==> config.mk <==
export PLATFORM = sky130hd
export DESIGN_NAME = bclk_prescaler
export DESIGN_NICKNAME = d
export VERILOG_FILES = /design/src/rtl/bclk_pkg.sv /design/src/rtl/bclk_cfg_reg.sv /design/src/rtl/bclk_oct_stage.sv /design/src/rtl/bclk_mod_counter.sv /design/src/rtl/bclk_prescaler.sv
export SDC_FILE = /design/constraint.sdc
export NUM_CORES = 1
export LEC_CHECK = 0
export BUFFER_PORTS_ARGS = -buffer_cell sky130_fd_sc_hd__buf_2
export CAP_MARGIN = 15
export CORE_UTILIZATION = 30
export DETAILED_ROUTE_END_ITERATION = 6
export SYNTH_ARGS = -nofsm -noshare
export SYNTH_HDL_FRONTEND = slang
export SYNTH_SLANG_ARGS = --single-unit
==> constraint.sdc <==
create_clock -name clk -period 1.7 [get_ports clk]
set_input_delay 0.255 -clock clk [delete_from_list [all_inputs] [get_ports clk]]
set_output_delay 0.255 -clock clk [all_outputs]
set_load 0.01 [all_outputs]
==> src/rtl/bclk_pkg.sv <==
`timescale 1ns/1ps
package bclk_pkg;
  localparam int unsigned DEF_REG_W  = 16;
  localparam int unsigned DEF_MOD_W  = 8;
  localparam int unsigned DEF_OCT_LG = 3;

  // Illegal setting: bypass of the fixed stage with a zero modulus.
  function automatic logic setting_illegal(logic bypass, int unsigned modulus);
    return bypass && (modulus == 0);
  endfunction
endpackage

==> src/rtl/bclk_cfg_reg.sv <==
`timescale 1ns/1ps
module bclk_cfg_reg #(
  parameter int unsigned REG_W = bclk_pkg::DEF_REG_W,
  parameter int unsigned MOD_W = bclk_pkg::DEF_MOD_W
) (
  input  logic             clk,
  input  logic             rst_n,
  input  logic             soft_rst,
  input  logic             wr_en,
  input  logic [REG_W-1:0] wr_data,
  output logic [REG_W-1:0] rd_data,
  output logic [MOD_W-1:0] modulus,
  output logic             bypass
);
  localparam int unsigned RSV_LO = MOD_W + 1;

  always_ff @(posedge clk or negedge rst_n) begin
    if (!rst_n) begin
      modulus <= '0;
      bypass  <= 1'b0;
    end else if (soft_rst) begin
      modulus <= '0;
      bypass  <= 1'b0;
    end else if (wr_en) begin
      modulus <= wr_data[MOD_W-1:0];
      bypass  <= wr_data[MOD_W];
    end
  end

  always_comb begin
    rd_data = '0;
    rd_data[MOD_W:0] = {bypass, modulus};
  end


  soft_clear_chk: assert property (@(posedge clk) disable iff (!rst_n)
    soft_rst |=> (rd_data == '0));


  rsv_zero_chk: assert property (@(posedge clk) disable iff (!rst_n)
    (wr_en && (wr_data[REG_W-1:RSV_LO] != '0)) |=> (rd_data[REG_W-1:RSV_LO] == '0));
endmodule

==> src/rtl/bclk_oct_stage.sv <==
`timescale 1ns/1ps
module bclk_oct_stage #(
  parameter int unsigned OCT_LG = bclk_pkg::DEF_OCT_LG
) (
  input  logic clk,
  input  logic rst_n,
  input  logic soft_rst,
  input  logic bypass,
  output logic stage_en
);
  logic [OCT_LG-1:0] phase_q;

  always_ff @(posedge clk or negedge rst_n) begin
    if (!rst_n)                  phase_q <= '0;
    else if (soft_rst || bypass) phase_q <= '0;
    else                         phase_q <= phase_q + 1'b1;
  end

  assign stage_en = bypass | (phase_q == '1);


  oct_gap_chk: assert property (@(posedge clk) disable iff (!rst_n || soft_rst)
    (!bypass && stage_en) |=> (!stage_en || bypass));
endmodule

==> src/rtl/bclk_mod_counter.sv <==
`timescale 1ns/1ps
module bclk_mod_counter #(
  parameter int unsigned MOD_W = bclk_pkg::DEF_MOD_W
) (
  input  logic             clk,
  input  logic             rst_n,
  input  logic             soft_rst,
  input  logic             stage_en,
  input  logic             bypass,
  input  logic [MOD_W-1:0] modulus,
  output logic             tick,
  output logic             err_flag,
  output logic             illegal_now,
  output logic             term_hit
);
  logic [MOD_W-1:0] cnt_q;

  function automatic logic [MOD_W-1:0] next_count(logic [MOD_W-1:0] cur,
                                                  logic [MOD_W-1:0] reload);
    return (cur == '0) ? reload : cur - 1'b1;
  endfunction

  assign illegal_now = bclk_pkg::setting_illegal(bypass, 32'(modulus));
  assign term_hit    = stage_en && (cnt_q == '0);

  always_ff @(posedge clk or negedge rst_n) begin
    if (!rst_n) begin
      cnt_q    <= '0;
      tick     <= 1'b0;
      err_flag <= 1'b0;
    end else if (soft_rst) begin
      cnt_q    <= '0;
      tick     <= 1'b0;
      err_flag <= 1'b0;
    end else begin
      if (stage_en) cnt_q <= next_count(cnt_q, modulus);
      tick     <= term_hit && !illegal_now;
      err_flag <= err_flag | illegal_now;
    end
  end


  no_tick_illegal_chk: assert property (@(posedge clk) disable iff (!rst_n || soft_rst)
    tick |-> !$past(illegal_now));


  err_raise_chk: assert property (@(posedge clk) disable iff (!rst_n || soft_rst)
    illegal_now |=> err_flag);


  err_hold_chk: assert property (@(posedge clk) disable iff (!rst_n || soft_rst)
    err_flag |=> err_flag);
endmodule

==> src/rtl/bclk_prescaler.sv <==
`timescale 1ns/1ps
module bclk_prescaler #(
  parameter int unsigned REG_W  = bclk_pkg::DEF_REG_W,
  parameter int unsigned MOD_W  = bclk_pkg::DEF_MOD_W,
  parameter int unsigned OCT_LG = bclk_pkg::DEF_OCT_LG
) (
  input  logic             clk,
  input  logic             rst_n,
  input  logic             soft_rst,
  input  logic             wr_en,
  input  logic [REG_W-1:0] wr_data,
  output logic [REG_W-1:0] rd_data,
  output logic             tick_o,
  output logic             cfg_err_o
);
  logic [MOD_W-1:0] modulus;
  logic             bypass;
  logic             stage_en;
  logic             illegal_now;
  logic             term_hit;

  bclk_cfg_reg #(.REG_W(REG_W), .MOD_W(MOD_W)) u_cfg (
    .clk(clk), .rst_n(rst_n), .soft_rst(soft_rst), .wr_en(wr_en),
    .wr_data(wr_data), .rd_data(rd_data), .modulus(modulus), .bypass(bypass)
  );

  bclk_oct_stage #(.OCT_LG(OCT_LG)) u_oct (
    .clk(clk), .rst_n(rst_n), .soft_rst(soft_rst), .bypass(bypass),
    .stage_en(stage_en)
  );

  bclk_mod_counter #(.MOD_W(MOD_W)) u_mod (
    .clk(clk), .rst_n(rst_n), .soft_rst(soft_rst), .stage_en(stage_en),
    .bypass(bypass), .modulus(modulus), .tick(tick_o), .err_flag(cfg_err_o),
    .illegal_now(illegal_now), .term_hit(term_hit)
  );


  reload_gate_chk: assert property (@(posedge clk) disable iff (!rst_n || soft_rst)
    tick_o |-> $past(term_hit));
endmodule

==> qor.txt <==
initial antenna violation count = 0
status = finished clean
Crit path required time = 1850 ps
I/O pins = 38
post-synthesis cell area = 1200 um2
share of layout cells above drive strength 1 = 34.4%
Final Hold Violating Endpoints = 0
routed vias/inst = 5.00
CP max stage delay = 390 ps
Hold Slack = 235 ps
worst path cell trace = inv_2 > ha_4 > nor4b_4 > buf_4 > nand2b_2 > mux2_1 > a22o_1
worst setup margin = 65.4 ps
Worst setup EP type = register
placed cells = 194
combinational power share = 31.5%
vias in the first global route = 1001
PwrDens = 891 nW/um2
Die Height = 65.2 um
first-pass GRT wire length = 4530 um
Worst Path Arrival = 1790 ps
Final nets = 177
Routability Congestion = 0.841
HPWL Detailed = 1990 um
Yosys cell types = 33
Layout Cells excl Fill = 199
leading cell types in the layout, fill and taps excluded = buf_2, dfrtp_1, nor2_1, buf_4, mux2i_1
drt drc = 0
hold path cells = 3
Crit path buffers/inverters = 2
Worst Hold Class = input pin to register
CTS sink count = 22
Root Buffer = clkbuf_8
wire per inst = 13.2 um
PortBufs = 23
LEAKAGE = 0.750 nW
grt ovf = 0
Seq/Total Area, Yosys = 45.9%
First-pass DRT Iterations = 4
post-place setup slack = 11.6 ps
Startpoint Class = register
slowest library cell on the worst path = dfrtp_1
TritonCTS clock tree = built
Max Clock Skew = 7.40 ps
worst r2r path cells = 7
RR Endpoint = u_mod.cnt_q[4]
worst skew pair latency = 260 ps
cell row count = 22
Post-Syn Instances = 119
sw frac = 30.8%
Power Internal = 0.920 mW
via count = 995
Final Routed Wirelength = 2620 um
most common cell after layout, fill and taps aside = buf_2
1st-iter DRT viols = 11
CORE AREA = 3740 um2
worst hold path startpoint = wr_data[2]
antenna viol nets, final = 0
final setup vio count = 0
FF-to-FF setup slack = 70 ps
max_cap viols = 0
Psw = 0.409 mW
RSZ-0062 raised after global routing = yes
Die Span X = 65.2 um
fillers = 383
Synth Register Bits = 22
Worst Hold End = u_cfg.modulus[2]
clk slew on worst S/H paths = 80 ps
Diodes inserted = 0
die area = 4260 um2
H-tree depth = 1
total CTS buffers = 3
Avg Cell Area, Syn = 10.1 um2
yosys synthesis warning count = 0
Worst Setup Path Type = register to register
maximum number of pins on one net before global-route repair = 23
clock share of power = 23.8%
CP max FO = 5
Max Fclk = 612 MHz
Initial Util = 32.1%
total track usage = 13.8%
Reg2Reg Launch Point = u_mod.cnt_q[1]
CP delay by family, top = flip-flops
clock tree buffer depth = 2
Final Cycle Share = 96.2%
worst vdd ir = 0.525 mV
Reg power frac = 44.7%
area grow syn2layout = 24.2%
Final Max Tran Viols = 0
final period demand of the worst path = 1630 ps
[worst min-delay path, cell delays in order]
cell,delay [ps]
buf_2,70
mux2i_1,50
nor2_1,80
[through the flow]
stage | setup TNS (ps) | util, % | area (um2) | power, mW
floorplan | -0.680 | - | 1230 | 0.865
global placement | 0 | 37.8 | 1410 | 0.988
detailed placement | 0 | 37.8 | 1410 | 1.00
CTS | 0 | 39.1 | 1470 | 1.32
global route | -8.94 | 39.8 | 1490 | 1.42
finish | 0 | 39.8 | 1490 | 1.33
[power groups by stage]
stage | clock network, mW | registers [mW] | logic [mW]
floorplan | 0 | 0.601 | 0.264
global placement | 0 | 0.600 | 0.388
detailed placement | 0 | 0.602 | 0.399
CTS | 0.323 | 0.592 | 0.403
global route | 0.353 | 0.599 | 0.468
finish | 0.317 | 0.593 | 0.419
[cell families (layout without fill, tap and decap cells)]
| logic type | count (synthesis) | after routing | synth area share (%) |
|---|---|---|---|
| other | 1 | 7 | 0.313 |
| adder cells (fa/ha/maj) | 4 | 4 | 4.17 |
| buffers and inverters | 16 | 42 | 7.51 |
| AO/OA/AOI/OAI | 25 | 25 | 12.8 |
| flip-flops | 22 | 22 | 45.9 |
| multiplexers | 13 | 13 | 11.1 |
| AND/OR/NAND/NOR | 38 | 38 | 18.2 |
[state kept, by name, summed over array words and instances (netlist names)]
name,cells
u_cfg.modulus,8
u_mod.cnt_q,8
u_oct.phase_q,3
u_cfg.bypass,1
u_mod.err_flag,1
u_mod.tick,1
[synthesized netlist by cell type, drive strengths merged]
| master | number | area, um2 |
|---|---|---|
| dfrtp | 22 | 551 |
| o21ba | 1 | 10.0 |
| a211oi | 1 | 7.51 |
| mux2 | 2 | 22.5 |
| a21oi | 7 | 35.0 |
| and2b | 1 | 8.76 |
| clkbuf | 5 | 18.8 |
| a21o | 1 | 7.51 |
| a22o | 1 | 8.76 |
| nor4b | 1 | 23.8 |
| nor3b | 3 | 22.5 |
| nor2 | 14 | 52.6 |
| o22ai | 1 | 6.26 |
| a22oi | 1 | 7.51 |
| a41oi | 1 | 8.76 |
| mux2i | 11 | 110 |
| nand2 | 4 | 17.5 |
| conb | 1 | 3.75 |
| buf | 8 | 60.1 |
| o21bai | 1 | 7.51 |
| o31ai | 1 | 7.51 |
| ha | 4 | 50.1 |
| nand2b | 1 | 8.76 |
| and4b | 1 | 10.0 |
| o21ai | 7 | 35.0 |
| nand3 | 1 | 5.00 |
| a31oi | 2 | 12.5 |
| nor3 | 9 | 50.1 |
| inv | 3 | 11.3 |
| nor4 | 2 | 12.5 |
| and3 | 1 | 7.51 |
[worst max path at each step]
stage                     depth (start not counted)             end            from  slack, ps
after floorplan                                   6  u_mod.cnt_q[4]  u_mod.cnt_q[1]       -0.7
after global placement                            7  u_mod.cnt_q[2]  u_mod.cnt_q[1]         50
after detailed placement                          6  u_mod.cnt_q[4]  u_mod.cnt_q[1]         10
after CTS                                         6  u_mod.cnt_q[4]  u_mod.cnt_q[1]          4
after global routing                              7  u_mod.cnt_q[5]  u_mod.cnt_q[1]         -4
final                                             7  u_mod.cnt_q[4]  u_mod.cnt_q[1]         70
[cell type report]
cell class / instances / area, um2 / area share (%)
Sequential cell: 22 / 551 / 36.9
Timing Repair Buffer: 36 / 215 / 14.4
Tap cell: 48 / 60.1 / 4.03
Clock buffer: 3 / 41.3 / 2.77
Inverter: 3 / 11.3 / 0.756
Multi-Input combinational cell: 87 / 612 / 41.1
[per-layer routing]
layer	vias up	wire, um	GRT usage, %
met4	0	68	5.98
met2	31	1240	23.1
met1	476	1230	17.5
li1	479	-	-
met5	-	0	0
met3	9	90	2.26
[repair_timing]
action                                 in CTS  in global routing
resized for setup                           0                  4
endpoints found under the hold margin      22                  0
setup endpoints to repair                   0                  9
hold buffers                                1                  0
buffers inserted                            0                  1
No activity file was read; power rests on OpenSTA's default activity.
